[src/rtl/ivs_pkg.sv]
package ivs_pkg;

    localparam int DATA_W = 16;
    localparam int ACK_W  = 12;
    localparam int REG_AW = 2;
    localparam int CAP_W  = DATA_W - 1;

    typedef enum logic [REG_AW-1:0] {
        REG_CTRL = 2'd0,
        REG_ACK  = 2'd1
    } reg_sel_e;

    typedef enum logic {
        SRC_BOOT = 1'b0,
        SRC_EXP  = 1'b1
    } src_e;

    typedef struct packed {
        logic              req;
        logic              is_reset;
        logic [DATA_W-1:0] addr;
    } fetch_t;

    typedef struct packed {
        logic [CAP_W-1:0] cap;
        logic             en;
    } ctrl_t;

    function automatic src_e pick_src(input fetch_t f, input logic en);
        return (f.req && en && !f.is_reset) ? SRC_EXP : SRC_BOOT;
    endfunction

endpackage

[src/rtl/ivs_steer.sv]
module ivs_steer
    import ivs_pkg::*;
(
    input  fetch_t           fetch,
    input  logic             en,
    output src_e             src,
    output logic             cap_stb,
    output logic [CAP_W-1:0] cap_addr
);
    always_comb begin
        src      = pick_src(fetch, en);
        cap_stb  = (src == SRC_EXP);
        cap_addr = fetch.addr[DATA_W-1:1];
    end
endmodule

[src/rtl/ivs_ctrl_reg.sv]
module ivs_ctrl_reg
    import ivs_pkg::*;
(
    input  logic             clk,
    input  logic             rst,
    input  logic             wr_en,
    input  logic             wr_bit,
    input  logic             cap_stb,
    input  logic [CAP_W-1:0] cap_addr,
    output ctrl_t            q
);
    always_ff @(posedge clk) begin
        if (rst) begin
            q <= '0;
        end else begin
            if (wr_en)
                q.en <= wr_bit;
            if (cap_stb)
                q.cap <= cap_addr;
        end
    end
endmodule

[src/rtl/ivs_ack_reg.sv]
module ivs_ack_reg #(
    parameter int WIDTH = ivs_pkg::ACK_W
) (
    input  logic             clk,
    input  logic             rst,
    input  logic             wr_en,
    input  logic [WIDTH-1:0] clr_mask,
    output logic [WIDTH-1:0] q
);
    always_ff @(posedge clk) begin
        if (rst)
            q <= '1;
        else if (wr_en)
            q <= q & ~clr_mask;
    end
endmodule

[src/rtl/vector_source_select.sv]
module vector_source_select
    import ivs_pkg::*;
(
    input  logic              clk,
    input  logic              rst,
    input  logic              bus_sel,
    input  logic              bus_wr,
    input  logic [REG_AW-1:0] bus_addr,
    input  logic [DATA_W-1:0] bus_wdata,
    output logic [DATA_W-1:0] bus_rdata,
    input  logic              fetch_req,
    input  logic              fetch_reset,
    input  logic [DATA_W-1:0] fetch_addr,
    output logic              table_sel
);
    fetch_t           fetch;
    ctrl_t            ctrl_q;
    src_e             src;
    logic             cap_stb;
    logic [CAP_W-1:0] cap_addr;
    logic             en_w;
    logic [CAP_W-1:0] cap_w;
    logic [ACK_W-1:0] ack_q;
    logic             wr_ctrl;
    logic             wr_ack;
    reg_sel_e         rsel;

    assign fetch = '{req: fetch_req, is_reset: fetch_reset, addr: fetch_addr};
    assign en_w  = ctrl_q.en;
    assign cap_w = ctrl_q.cap;
    assign rsel  = reg_sel_e'(bus_addr);

    assign wr_ctrl = bus_sel && bus_wr && (rsel == REG_CTRL);
    assign wr_ack  = bus_sel && bus_wr && (rsel == REG_ACK);

    ivs_steer u_steer (
        .fetch    (fetch),
        .en       (en_w),
        .src      (src),
        .cap_stb  (cap_stb),
        .cap_addr (cap_addr)
    );

    ivs_ctrl_reg u_ctrl (
        .clk      (clk),
        .rst      (rst),
        .wr_en    (wr_ctrl),
        .wr_bit   (bus_wdata[0]),
        .cap_stb  (cap_stb),
        .cap_addr (cap_addr),
        .q        (ctrl_q)
    );

    ivs_ack_reg #(.WIDTH(ACK_W)) u_ack (
        .clk      (clk),
        .rst      (rst),
        .wr_en    (wr_ack),
        .clr_mask (bus_wdata[ACK_W-1:0]),
        .q        (ack_q)
    );

    assign table_sel = (src == SRC_EXP);

    always_comb begin
        bus_rdata = '0;
        if (bus_sel) begin
            case (rsel)
                REG_CTRL: bus_rdata = {cap_w, en_w};
                REG_ACK:  bus_rdata = {{(DATA_W-ACK_W){1'b0}}, ack_q};
                default:  bus_rdata = '0;
            endcase
        end
    end
endmodule

[config.mk]
export PLATFORM = sky130hd
export DESIGN_NAME = vector_source_select
export DESIGN_NICKNAME = d
export VERILOG_FILES = /design/src/rtl/ivs_pkg.sv /design/src/rtl/ivs_steer.sv /design/src/rtl/ivs_ctrl_reg.sv /design/src/rtl/ivs_ack_reg.sv /design/src/rtl/vector_source_select.sv
export SDC_FILE = /design/constraint.sdc
export NUM_CORES = 1
export LEC_CHECK = 0
export BUFFER_PORTS_ARGS = -buffer_cell sky130_fd_sc_hd__buf_2
export CAP_MARGIN = 20
export CELL_PAD_IN_SITES_DETAIL_PLACEMENT = 0
export CELL_PAD_IN_SITES_GLOBAL_PLACEMENT = 1
export CORE_MARGIN = 4
export CORE_UTILIZATION = 24
export CTS_CLUSTER_SIZE = 40
export DETAILED_ROUTE_END_ITERATION = 7
export PLACE_DENSITY = 0.59
export SYNTH_ARGS = -nofsm -noshare
export SYNTH_HDL_FRONTEND = slang
export SYNTH_SLANG_ARGS = --single-unit
[constraint.sdc]
create_clock -name clk -period 1.5 [get_ports clk]
set_clock_uncertainty 0.15 [all_clocks]
set_input_delay 0.075 -clock clk [delete_from_list [all_inputs] [get_ports clk]]
set_output_delay 0.075 -clock clk [all_outputs]
set_load 0.005 [all_outputs]
=== Word-level counts from Yosys, hierarchy flattened ===
Index checks and enable logic that the tools add are counted.
Widths: inputs -> output; s select.

* $add $sub $neg: 0
* Multiply operators: 0
* Div/mod/pow operators: 0
* $lt $le $gt $ge: 0
* Eq/ne operators: 1
* Shift operators: 0
* Muxes and demuxes: 3
* Bitwise gates (word level): 2
* Reduce and logical (&&, ||, !) cells: 7

{| class="wikitable"
|+ Operator list
! kind !! number
|-
| $pmux 16 s2 || 1
|-
| $mux 16 || 1
|-
| $and 12x12->12 || 1
|-
| $not 12->12 || 1
|-
| $logic_and 1x1->1 || 5
|-
| $eq 2x1->1 const B || 1
|-
| $logic_not 2->1 || 1
|-
| $logic_not 1->1 || 1
|-
| $mux 1 || 1
|}

* Flip-flop bits (word level): 28
* Bits in latches: 0
* Bits in writable memories: 0
* ROM bits: 0
* Output and inout port bits: 17
* Word-level logic and storage cells: 16
* Memories kept: 0

=== Longest topological paths before layout ===
* Word-level depth: 3
* Depth in mapped cells: 4
* Gate-level depth less buffers: 2

=== By module ===
Synthesis repeated with hierarchy kept, for this count alone.

* Cell total of the unflattened synthesis: 143
* Area total of the unflattened synthesis: 1,372.6 µm²

{| class="wikitable"
|+ By module, submodules not included
! module !! instances !! cells each !! area each (µm²) !! sequential area each (µm²)
|-
| ivs_ctrl_reg || 1 || 52 || 580.6 || 320.3
|-
| ivs_ack_reg || 1 || 38 || 391.6 || 240.2
|-
| vector_source_select || 1 || 36 || 271.5 || 0.0
|-
| ivs_steer || 1 || 17 || 128.9 || 0.0
|}

=== Least setup slack after synthesis ===
No wires, ideal clock.

* Path kind: register to register
* Start point: register u_ctrl.q[0] (netlist name)
* End point: register u_ctrl.q[10] (netlist name)
* Data arrival time: 915 ps
* Required time: 1,278 ps
* Setup slack: 364 ps
* Cell stages (with the launch flop): 5
* Period minus slack after synthesis: 1,136 ps
* Cell sequence: dfxtp_1 > and3b_1 > buf_6 > buf_12 > mux2i_1

* Word-level cells in the longest chain between the ends: 3

{| class="wikitable"
|+ RTL lines
! element !! line !! source
|-
| $logic_and 1x1->1 (2 in series) || ivs_pkg.sv:30 || <nowiki>return (f.req && en && !f.is_reset) ? SRC_EXP : SRC_BOOT;</nowiki>
|-
| $mux 1 || ivs_pkg.sv:30 ||
|-
| named net table_sel || vector_source_select.sv:14 || <nowiki>output logic table_sel</nowiki>
|-
| end: declaration || ivs_ctrl_reg.sv:10 || <nowiki>output ctrl_t q</nowiki>
|}

The timed path passes the listed nets, and every way through them passes these cells.
A chain may end at the register's enable or synchronous reset.

=== Worst setup path in the final report ===
* Start point: register u_ctrl.q[0] (netlist name)
* End point: output port table_sel

* Word-level cells in the longest chain between the ends: 3

{| class="wikitable"
|+ RTL lines
! element !! line
|-
| $logic_and 1x1->1 (2 in series) || ivs_pkg.sv:30
|-
| $mux 1 || ivs_pkg.sv:30
|-
| end: declaration || vector_source_select.sv:14
|}

No other way between the ends.

==> results.md <==
Final layout:
- After filler insertion, the fill cell instance count of the layout stands at 598.
- The share of the core filled with cells in the final layout is 0.3629.
- The number of antenna diodes in the final layout is 0.
- The net count of the finished layout is about 260.
- Of the cells placed in the final design, the portion with a size suffix greater than 1 is 0.2727.
- The area overhead of the layout relative to synthesis is 45.96%.
- Excluding fillers, the count of instances in the completed layout stands at 292.

Placed design:
- The number of placed instances, taps included, is 261.
- The placer congestion estimate is 0.7238.
- The estimated wirelength of the detail-placed design is 2.575 mm.
- The quantity of I/O buffers inserted on ports is between 50 and 60.
- The worst setup timing slack at the placement stage is about 0.24 ns.

Routing:
- The iteration-0 DRC count of the detailed router is 45.
- The pre-antenna-repair detailed-routing pass consisted of 2 iterations.
- After detailed routing, the total wire length is between 3 and 4 mm.
- The detailed router placed 1,211 vias in this run.
- After detailed routing, the number of vias per cell comes to between 4 and 5.
- The total DRC errors in the routed layout is 0.
- The average routed wire per standard cell is approximately 12 microns.
- The post-detailed-route count of antenna-violating nets is 0.

Critical path:
- The worst setup path is launched from a flop.
- The cell count of the worst reg-to-reg path is 3.
- The worst-case register-to-register setup slack is 0.33 ns.
- The start-to-end type of the worst setup path is reg2out.
- At the worst endpoint, the arrival time is 1.17 ns.
- The worst path required time is about 1.3 ns.
- Traced cell by cell, the critical path runs through and3b_1, buf_12, buf_2.
- Of all nets on the critical path, the largest fanout is 16.
- The master of the slowest instance on the critical path is dfxtp_1.
- The launch instance of the worst register-to-register path is u_ctrl.q[0].
- In this design, the stage delay of the slowest critical-path cell is around 0.36 ns.
- The endpoint class of the critical path is an output pin.
- The critical register-to-register path endpoint is u_ctrl.q[10].

Min path:
- The startpoint identified for the worst hold timing path is rst.
- The worst min-delay path class is in2reg.
- The end of the worst hold path is u_ack.q[4].
- The cell count of the worst hold path is 3.

Yosys:
- The average instance in the mapped netlist occupies 9.435 sq um.
- For this run, asynchronously set or reset flops after synthesis account for 0.
- After synthesis, the share of cell area in mux cells is 0.2035.
- Synthesis handed over a netlist of ~150 instances.
- The simple logic cell fraction of the synthesized area is 0.2598.
- Counting distinct cell types in the post-synthesis netlist gives 17.
- After synthesis, the largest family of logic cells by area is simple AND/OR/NAND/NOR gates.
- By instance count, the leading cell after synthesis is nand2b_1.
- Counting every net in the synthesized netlist gives 186.
- In this run, synthesis inferred 0 flip-flops with an integrated enable.
- The share of synthesized area in the top cell type comes to 0.4069.
- Summing every instance area after synthesis gives 0.001378 sq mm.
- For this run, the register share of the synthesized area comes to 0.4069.
- In the synthesized netlist the dominant register cell turns out to be dfxtp_1.
- The area share of xor/xnor cells in the synthesized design is 0.
- The warning count from the yosys run is 0.
- Ranked by instance count, the synthesized netlist is headed by 33 x nand2b_1, 28 x dfxtp_1, 28 x mux2i_1.
- The post-synthesis register bit count is 28.
- The complex-gate fraction of the synthesized area was 0.05722.
- By area the synthesized netlist is led by dfxtp_1 41%, mux2i_1 20%, nand2b_1 15%, nor2_1 6.3%, a31oi_1 5.0%.
- The synthesized design spends more area on one cell type than any other, namely dfxtp_1.
- Of the total synthesized cell area, the portion taken by full adders, half adders and majority gates is 0.

Clock tree:
- The clock-pin slew on the worst setup and hold paths is 0.09 ns.
- The clock latency of the later-clocked register in the worst-skew pair is 0.27 ns.
- Counting the buffers created by CTS gives 3.
- The H-tree level count is 1.
- The maximum clock insertion buffer count is 2.
- The buffer type at the clock tree root is clkbuf_8.
- TritonCTS built the clock tree.
- The clock net sink count is 28.

Global routing:
- Entering global routing, the biggest net connects 22 pins.
- The number of antenna violations at the first check in global routing is 0.
- The via count of the first global-routing pass is between 1k and 1.5k.
- The global-route wire length before repair is 6.092 mm.
- The sum of overflow across all layers after global routing is 0.
- Across every metal layer, demand over resource in global routing totals 0.1052.

STA:
- The max-slew violation count is 0.
- The maximum frequency from static timing analysis is 718.5 MHz.
- The worst setup slack after layout is 0.1083 ns.
- Setup violations remaining at the end of the flow were counted as 0.
- At the pin with the least slew margin, the transition time is 0.4256 ns.
- Setup repair after global routing left no endpoint under its margin.
- The hold violation count in the final report came to 0.
- After layout, the minimum clock period comes to between 1 and 1.5 ns.
- The portion of the clock cycle consumed by the worst path in the final layout is 0.9278.
- The final sum of negative setup slack is 0 ns.
- The worst pin sits at a relative slew slack of 0.7160.

Die:
- After floorplanning, the core was sized to cover 0.005540 sq mm.
- The starting density of the core is 0.2486.
- The width of the chip is about 84 microns.
- The number of rows created at floorplan is 27.
- During I/O placement, the number of pins put on the boundary was 57.
- From bottom edge to top edge, the die measures 83.76 microns.
- The die outline area is 0.007016 sq mm.

Power:
- The peak supply drop is 0.0003245 V.
- Summed over all cells, the static leakage comes to 0.8584 nW.
- The power density normalized to cell area is a little under 700 mW/mm^2.

Flow run:
- The tool flagged a number of max-cap violations equal to 0.

Outcome:
- The run finished with clean final reports.
## stage by stage
step                      power (mW)  hold slack, ns  cell area [sq um]
after floorplan               0.8754         0.02618               1378
after global placement        0.9564          0.1075               1689
after detailed placement      0.9558          0.1147               1689
after CTS                      1.419         0.07543               2011
after global routing           1.469         0.09452               2011
final                          1.391         0.06416               2011
## cell families (layout without fill, tap and decap cells)
family,Yosys count,after routing
flops,28,28
buf+inv,14,88
simple gates,64,64
compound gates,12,12
mux,28,28
## repair_timing
action	4_1_cts	5_1_grt
setup buffers	0	0
hold buffers	28	0
endpoints found under the hold margin	28	0
resized for setup	0	0
## critical path: cells and delay by family (launching register included)
| kind | cells | cell delay [ns] |
|---|---|---|
| DFF | 1 | 0.36 |
| buffers and inverters | 2 | 0.31 |
| and+or+nand+nor | 1 | 0.22 |
## cells in the final DEF, fill, tap and decap left out
cell type	count
inv_1	1
clkbuf_8	3
and4b_1	1
nand2b_1	33
buf_4	3
and3b_1	1
nor2_1	23
mux2i_1	28
dlygate4sd3_1	28
and4bb_2	1
nor3b_1	4
dfxtp_1	28
a31oi_1	11
buf_12	2
buf_2	51
nand2_1	1
o32a_1	1
## routing by layer
layer,vias to the layer above,share of wire,track usage
met5,-,0,0
met4,0,0.020,0.04532
met3,6,0.022,0.01481
met2,19,0.51,0.1815
met1,544,0.45,0.1295
li1,642,-,-
## power breakdown
group	internal (mW)	switching, mW
clock network	0.180	0.221
registers	0.753	0.00491
logic	0.141	0.0909
total	1.07	0.317
## worst max-delay path by stage
stage                     start            to  cells past startpoint
floorplan           u_ctrl.q[0]  u_ctrl.q[10]                      4
CTS                 u_ctrl.q[0]     table_sel                      3
global placement    bus_addr[1]  bus_rdata[5]                      5
finish              u_ctrl.q[0]     table_sel                      3
detailed placement  bus_addr[0]   u_ack.q[10]                      3
global route        u_ctrl.q[0]     table_sel                      3
## cell type report
| type | count | area, sq um | area share |
|---|---|---|---|
| Timing Repair Buffer | 84 | 598.1 | 0.2974 |
| Sequential cell | 28 | 560.5 | 0.2788 |
| Clock buffer | 3 | 41.29 | 0.02054 |
| Multi-Input combinational cell | 104 | 716.9 | 0.3566 |
| Inverter | 1 | 3.754 | 0.001867 |
| Tap cell | 72 | 90.09 | 0.04480 |
## sequential cells by signal, indices dropped and copies added, names as in the netlist
| register | count |
|---|---|
| u_ctrl.q | 16 |
| u_ack.q | 12 |
Note: power is estimated with default switching activity, not from simulation.
